`src/rtl/pgc_pkg.sv`:
```
package pgc_pkg;

    typedef enum logic [1:0] {
        SRC_INTERNAL = 2'd0,
        SRC_EXTERNAL = 2'd1,
        SRC_MANUAL   = 2'd2,
        SRC_GATED    = 2'd3
    } pgc_src_e;

endpackage

```
`src/rtl/pgc_sync.sv`:
```
module pgc_sync #(
    parameter int STAGES = 2
) (
    input  logic clk,
    input  logic rst_n,
    input  logic din,
    output logic level,
    output logic rise
);

    logic [STAGES:0] sh_d, sh_q;

    always_comb begin
        sh_d = {sh_q[STAGES-1:0], din};
    end

    always_ff @(posedge clk or negedge rst_n) begin
        if (!rst_n) sh_q <= '0;
        else        sh_q <= sh_d;
    end

    assign level = sh_q[STAGES-1];
    assign rise  = sh_q[STAGES-1] & ~sh_q[STAGES];

    AST_RISE_SINGLE: assert property (@(posedge clk) disable iff (!rst_n)
        rise |=> !rise);

endmodule

```
`src/rtl/pgc_rate.sv`:
```
module pgc_rate #(
    parameter int CNT_W = 16
) (
    input  logic             clk,
    input  logic             rst_n,
    input  logic             en,
    input  logic [CNT_W-1:0] period,
    output logic             fire
);

    typedef struct packed {
        logic [CNT_W-1:0] cnt;
        logic [CNT_W-1:0] term;
    } rate_s;

    rate_s            r_d, r_q;
    logic [CNT_W-1:0] term_in;

    always_comb begin
        term_in = (period == '0) ? '0 : period - CNT_W'(1);
        fire    = en && (r_q.cnt == r_q.term);
        r_d     = r_q;
        if (!en) begin
            r_d.cnt  = '0;
            r_d.term = term_in;
        end else if (fire) begin
            r_d.cnt  = '0;
            r_d.term = term_in;
        end else begin
            r_d.cnt  = r_q.cnt + CNT_W'(1);
        end
    end

    always_ff @(posedge clk or negedge rst_n) begin
        if (!rst_n) r_q <= '0;
        else        r_q <= r_d;
    end

    AST_RATE_IN_RANGE: assert property (@(posedge clk) disable iff (!rst_n)
        en |-> (r_q.cnt <= r_q.term));

    AST_RATE_IDLE_CLEAR: assert property (@(posedge clk) disable iff (!rst_n)
        !en |=> (r_q.cnt == '0));

endmodule

```
`src/rtl/pgc_seq.sv`:
```
module pgc_seq #(
    parameter int CNT_W = 16
) (
    input  logic             clk,
    input  logic             rst_n,
    input  logic             start_req,
    input  logic [CNT_W-1:0] cfg_delay,
    input  logic [CNT_W-1:0] cfg_width,
    input  logic [CNT_W-1:0] cfg_spacing,
    input  logic             cfg_double,
    output logic             trig,
    output logic             pos,
    output logic             neg
);

    localparam int EW = CNT_W + 2;

    typedef struct packed {
        logic          busy;
        logic [EW-1:0] t;
        logic [EW-1:0] dly;
        logic [EW-1:0] wid;
        logic [EW-1:0] sp;
        logic [EW-1:0] last;
        logic          dbl;
        logic          trig;
        logic          pos;
        logic          neg;
    } seq_s;

    seq_s          s_d, s_q;
    logic [EW-1:0] dly_in, wid_in, wid_eff, sp_in, sp_eff, span;

    function automatic logic in_window(input logic [EW-1:0] t, input logic [EW-1:0] dly,
                                       input logic [EW-1:0] wid, input logic [EW-1:0] sp,
                                       input logic dbl);
        logic [EW-1:0] second;
        logic          first_hit, second_hit;
        second     = dly + sp;
        first_hit  = (t >= dly) && (t < dly + wid);
        second_hit = dbl && (t >= second) && (t < second + wid);
        return first_hit || second_hit;
    endfunction

    always_comb begin
        dly_in  = EW'(cfg_delay);
        wid_in  = EW'(cfg_width);
        wid_eff = (wid_in == '0) ? EW'(1) : wid_in;
        sp_in   = EW'(cfg_spacing);
        sp_eff  = (sp_in < wid_eff + EW'(1)) ? wid_eff + EW'(1) : sp_in;
        span    = dly_in + wid_eff + (cfg_double ? sp_eff : '0);

        s_d      = s_q;
        s_d.trig = 1'b0;
        if (s_q.busy) begin
            if (s_q.t == s_q.last) s_d.busy = 1'b0;
            else                   s_d.t    = s_q.t + EW'(1);
        end else if (start_req) begin
            s_d.busy = 1'b1;
            s_d.t    = '0;
            s_d.dly  = dly_in;
            s_d.wid  = wid_eff;
            s_d.sp   = sp_eff;
            s_d.dbl  = cfg_double;
            s_d.last = span - EW'(1);
            s_d.trig = 1'b1;
        end
        s_d.pos = s_d.busy && in_window(s_d.t, s_d.dly, s_d.wid, s_d.sp, s_d.dbl);
        s_d.neg = ~s_d.pos;
    end

    always_ff @(posedge clk or negedge rst_n) begin
        if (!rst_n) begin
            s_q     <= '0;
            s_q.neg <= 1'b1;
        end else begin
            s_q     <= s_d;
        end
    end

    assign trig = s_q.trig;
    assign pos  = s_q.pos;
    assign neg  = s_q.neg;

    AST_TRIG_ONE_CYCLE: assert property (@(posedge clk) disable iff (!rst_n)
        s_q.trig |=> !s_q.trig);

    AST_TRIG_OPENS_CYCLE: assert property (@(posedge clk) disable iff (!rst_n)
        s_q.trig |-> (s_q.busy && s_q.t == '0));

    AST_NO_START_WHILE_BUSY: assert property (@(posedge clk) disable iff (!rst_n)
        (s_q.busy && s_q.t != s_q.last) |=> !s_q.trig);

    AST_IDLE_QUIET: assert property (@(posedge clk) disable iff (!rst_n)
        !s_q.busy |-> !s_q.pos);

    AST_NEG_INVERSE: assert property (@(posedge clk) disable iff (!rst_n)
        s_q.neg == !s_q.pos);

    AST_SHADOW_HELD: assert property (@(posedge clk) disable iff (!rst_n)
        (s_q.busy && s_q.t != s_q.last) |=> ($stable(s_q.dly) && $stable(s_q.wid)));

endmodule

```
`src/rtl/pulse_gen_core.sv`:
```
module pulse_gen_core #(
    parameter int CNT_W     = 16,
    parameter int SYNC_STGS = 2
) (
    input  logic             clk,
    input  logic             rst_n,
    input  logic [1:0]       cfg_src,
    input  logic             cfg_double,
    input  logic [CNT_W-1:0] cfg_period,
    input  logic [CNT_W-1:0] cfg_delay,
    input  logic [CNT_W-1:0] cfg_width,
    input  logic [CNT_W-1:0] cfg_spacing,
    input  logic             ext_trig,
    input  logic             manual_strobe,
    input  logic             gate_in,
    output logic             trig_out,
    output logic             pos_out,
    output logic             neg_out
);

    import pgc_pkg::*;

    localparam int N_ASYNC = 2;
    localparam int IDX_EXT = 0;
    localparam int IDX_GATE = 1;

    logic [N_ASYNC-1:0] async_in, sync_lvl, sync_rise;
    pgc_src_e           src;
    logic               rate_en, rate_fire, start_req;

    assign async_in = {gate_in, ext_trig};

    for (genvar g = 0; g < N_ASYNC; g++) begin : g_sync
        pgc_sync #(.STAGES(SYNC_STGS)) u_sync (
            .clk   (clk),
            .rst_n (rst_n),
            .din   (async_in[g]),
            .level (sync_lvl[g]),
            .rise  (sync_rise[g])
        );
    end

    always_comb begin
        src     = pgc_src_e'(cfg_src);
        rate_en = (src == SRC_INTERNAL) || ((src == SRC_GATED) && sync_lvl[IDX_GATE]);
        case (src)
            SRC_INTERNAL: start_req = rate_fire;
            SRC_EXTERNAL: start_req = sync_rise[IDX_EXT];
            SRC_MANUAL:   start_req = manual_strobe;
            default:      start_req = rate_fire;
        endcase
    end

    pgc_rate #(.CNT_W(CNT_W)) u_rate (
        .clk    (clk),
        .rst_n  (rst_n),
        .en     (rate_en),
        .period (cfg_period),
        .fire   (rate_fire)
    );

    pgc_seq #(.CNT_W(CNT_W)) u_seq (
        .clk         (clk),
        .rst_n       (rst_n),
        .start_req   (start_req),
        .cfg_delay   (cfg_delay),
        .cfg_width   (cfg_width),
        .cfg_spacing (cfg_spacing),
        .cfg_double  (cfg_double),
        .trig        (trig_out),
        .pos         (pos_out),
        .neg         (neg_out)
    );

    AST_GATE_LOW_NO_FIRE: assert property (@(posedge clk) disable iff (!rst_n)
        ((src == SRC_GATED) && !sync_lvl[IDX_GATE]) |-> !start_req);

endmodule

```
`config.mk`:
```
export PLATFORM = sky130hd
export DESIGN_NAME = pulse_gen_core
export DESIGN_NICKNAME = d
export VERILOG_FILES = /design/src/rtl/pgc_pkg.sv /design/src/rtl/pgc_sync.sv /design/src/rtl/pgc_rate.sv /design/src/rtl/pgc_seq.sv /design/src/rtl/pulse_gen_core.sv
export SDC_FILE = /design/constraint.sdc
export NUM_CORES = 1
export LEC_CHECK = 0
export BUFFER_PORTS_ARGS = -buffer_cell sky130_fd_sc_hd__buf_2
export CORE_ASPECT_RATIO = 0.5
export CORE_MARGIN = 4
export CORE_UTILIZATION = 45
export DETAILED_ROUTE_END_ITERATION = 12
export PLACE_DENSITY = 0.65
export SYNTH_ARGS = -nofsm -noshare
export SYNTH_HDL_FRONTEND = slang
export SYNTH_SLANG_ARGS = --single-unit
```
`constraint.sdc`:
```
create_clock -name clk -period 8.8 [get_ports clk]
set_input_delay 2.64 -clock clk [delete_from_list [all_inputs] [get_ports clk]]
set_output_delay 2.64 -clock clk [all_outputs]
set_load 0.005 [all_outputs]
```
==> results.md <==
- Number of global-route vias before repair: 10782
- Async SR Flop Fraction: 100%
- Core Area: between 20000 and 30000 um^2
- Routed len/inst: 18.3 um
- Period utilization: 112%
- Slowest Stage Delay on Critical Path: 490 ps
- RePlAce Congestion: 0.960
- Post-DP Area: 14100 um^2
- # DRC: 0
- Via Count: 11164
- H-tree Lvls: 4
- Flops & latches, synth: 132
- Initial antenna violation count: 1
- Design Area, Final: 15200 um^2
- CTS Sinks: 132
- CP Max Fanout: 5
- Max-cap viol count: 0
- Sequential cell area fraction in the yosys report: 27.4%
- Pwr per Cell Area: 193 nW/um^2
- Clk pwr share: 25.0%
- Worst path most repeated cell: a21o_1
- Vias/cell: 5.54
- Clock slew seen by the registers of the worst setup and hold paths: 60 ps
- CP required: roughly 9200 ps
- Die W: 240 um
- Cell area after synthesis: 12100 um^2
- Remaining global-route overflow: 0
- P&R area growth vs syn: 25.7%
- Post-synth cell types: 66
- Total power: 2.93 mW
- Final WL: 36.8 mm
- Slew Limit Fails: 0
- Initial Utilization: 45.6%
- Clock latency on the worst-skew pair: 450 ps
- Layout Cells excl Fill: just over 2000
- Root Driver: clkbuf_16
- Gate power share: 48.6%
- Ports: 75
- Setup CP Type: input pin to flip-flop
- Ys flop type: dfrtp_1
- Final nets: 1918
- Syn_nets: 1665
- Most frequent cells in the layout: buf_4, ha_1, nand2_1, dfrtp_1, inv_1
- Post-synth EDFFs: 0
- Data arrival time of the worst path: 10210 ps
- 1st-iter DRT viols: 787
- CTS tree: built
- Cts hold-fix bufs: 0
- Most common cell after layout, fill and taps aside: buf_4
- Sw Share: 39.2%
- Port buffer count: 74
- TritonRoute pass-1 iters: 7
- Failing checks: negative setup slack
- Placement Setup Slack: -1580 ps
- Buf/Inv on CP: 3
- Synth Warn #: 0
- Clk_skew: 14.8 ps
- Total CTS buffers: 17
- Fin Hold WS: approximately 350 ps
- Fraction of layout cells with a size suffix above 1: 22.9%
- Mapped Cells: 1398
- Status: finished, violations left
- Leakage: 7.68 nW
- Largest net degree at the start of global routing: 70
- Final worst slack: -1030 ps
- CP Launch Type: input pin
- Clock Path Buffers: 2
- Die footprint: 29700 um^2
- Critical path endpoint category: flip-flop
- Final antenna-violating net count: 0
- Final hold viol count: 0
- Sequential group share of total power: 26.4%
- Pint: roughly 1.8 mW
- Worst VDD drop: 0.152 mV
- First-pass GRT wire length: 57.2 mm
- Unrepaired setup endpoints after global routing: yes
- Slew at the pin closest to its max-slew limit: 1080 ps
- Row count: 42
- GRT Util Overall: roughly a quarter
- Setup violations, final: 2
- HPWL Detailed: 29.4 mm
- Die height: 124 um
- Worst min path class: flip-flop to flip-flop
- Syn avg cell area: 8.63 um^2
- Achievable frequency: 102 MHz
- Critical path's top delay family: compound AO/OA/AOI/OAI gates
- Final Critical Period: slightly below 10000 ps
- Fillers: 2374
- Placed cells: 1961
- Slew HR: around 28%
- CP max-delay cell: or4_4
- Sw power: 1.15 mW
- Ant diodes: 0
==> metal layers <==
layer  global-route usage [%]  wire length [um]  up-vias
met2                     40.0             16200      312
met1                     34.4             17200     5379
met3                     5.82              2720       51
met5                        0                 0        -
li1                         -                 -     5422
met4                     6.19               699        0
==> power by group through the flow <==
stage | logic, mW | clock network (mW) | registers, mW
4_1_cts | 1.39 | 0.744 | 0.771
5_1_grt | 1.57 | 0.768 | 0.783
6_report | 1.42 | 0.730 | 0.773
3_5_place_dp | 1.36 | 0 | 0.781
3_3_place_gp | 1.32 | 0 | 0.778
2_1_floorplan | 0.862 | 0 | 0.750
==> stage by stage <==
stage | util (%) | TNS [ps]
after floorplan | - | -1620
after global placement | 53.5 | -2630
after detailed placement | 53.5 | -3650
after CTS | 56.7 | -1430
after global routing | 57.4 | -2830
final | 57.4 | -2020
==> area by class of cell <==
| class | instances | area, um^2 | area share [%] |
|---|---|---|---|
| clock inverter | 10 | 124 | 0.817 |
| timing repair buffer | 280 | 1960 | 12.9 |
| clock buffer | 22 | 474 | 3.13 |
| inverter | 109 | 409 | 2.70 |
| multi-input combinational | 1111 | 8460 | 55.8 |
| tap | 352 | 440 | 2.90 |
| sequential | 132 | 3300 | 21.8 |
==> state kept, by name (all words and copies together), names as in the netlist <==
register,flops
u_seq.neg,1
u_rate.r_q,32
u_seq.s_q,92
u_seq.pos,1
g_sync.u_sync.sh_q,5
u_seq.trig,1
==> repair_timing <==
action,CTS,global route
cloned,0,0
pin swaps,28,36
gates resized for setup,32,18
endpoints found under the setup margin,2,3
buffers inserted,12,11
==> cells in the mapped netlist, types with 19 or more instances <==
cell type | number | area share [%]
nor3_1 | 22 | 0.91
xor2_1 | 64 | 4.6
nor2_1 | 98 | 3.0
nand4_1 | 29 | 1.5
o21ai_0 | 86 | 3.6
fa_1 | 19 | 3.2
a21o_1 | 56 | 3.5
dfrtp_1 | 131 | 27
clkbuf_1 | 34 | 1.1
nand2_1 | 165 | 5.1
xnor2_1 | 70 | 5.1
ha_1 | 176 | 18
inv_1 | 108 | 3.4
nand3_1 | 33 | 1.4
a21oi_1 | 65 | 2.7
==> path summary, 6_finish.rpt <==
check,startpoint,endpoint,slack (ps),cells past startpoint
setup / recovery,cfg_width[4],u_seq.pos,-1030,44
min in group asynchronous,rst_n,u_seq.s_q[64],2210,1
hold reg to reg,g_sync[1].u_sync.sh_q[0],g_sync[1].u_sync.sh_q[1],350,0
setup reg to reg,u_rate.r_q[21],u_seq.pos,1550,35
max in group asynchronous,rst_n,u_seq.s_q[30],5270,2
hold / removal,g_sync[1].u_sync.sh_q[0],g_sync[1].u_sync.sh_q[1],350,0
==> worst register-to-register path: cells and delay by family (launching register included) <==
kind / cells / cell delay, ps
XOR/XNOR: 3 / 530
flip-flops: 1 / 450
adder cells (fa/ha/maj): 4 / 1190
AND/OR/NAND/NOR: 12 / 2430
buffers and inverters: 1 / 40
AO/OA/AOI/OAI: 15 / 2570
==> kinds of logic after synthesis <==
logic type | share of synthesized area [%]
and+or+nand+nor | 17.0
adders and majority gates | 21.4
AOI/OAI and AO/OA | 17.2
buffers and inverters | 4.96
xor gates and xnor gates | 9.73
muxes | 2.33
DFF | 27.4
Power figures use the tool's default switching activity.
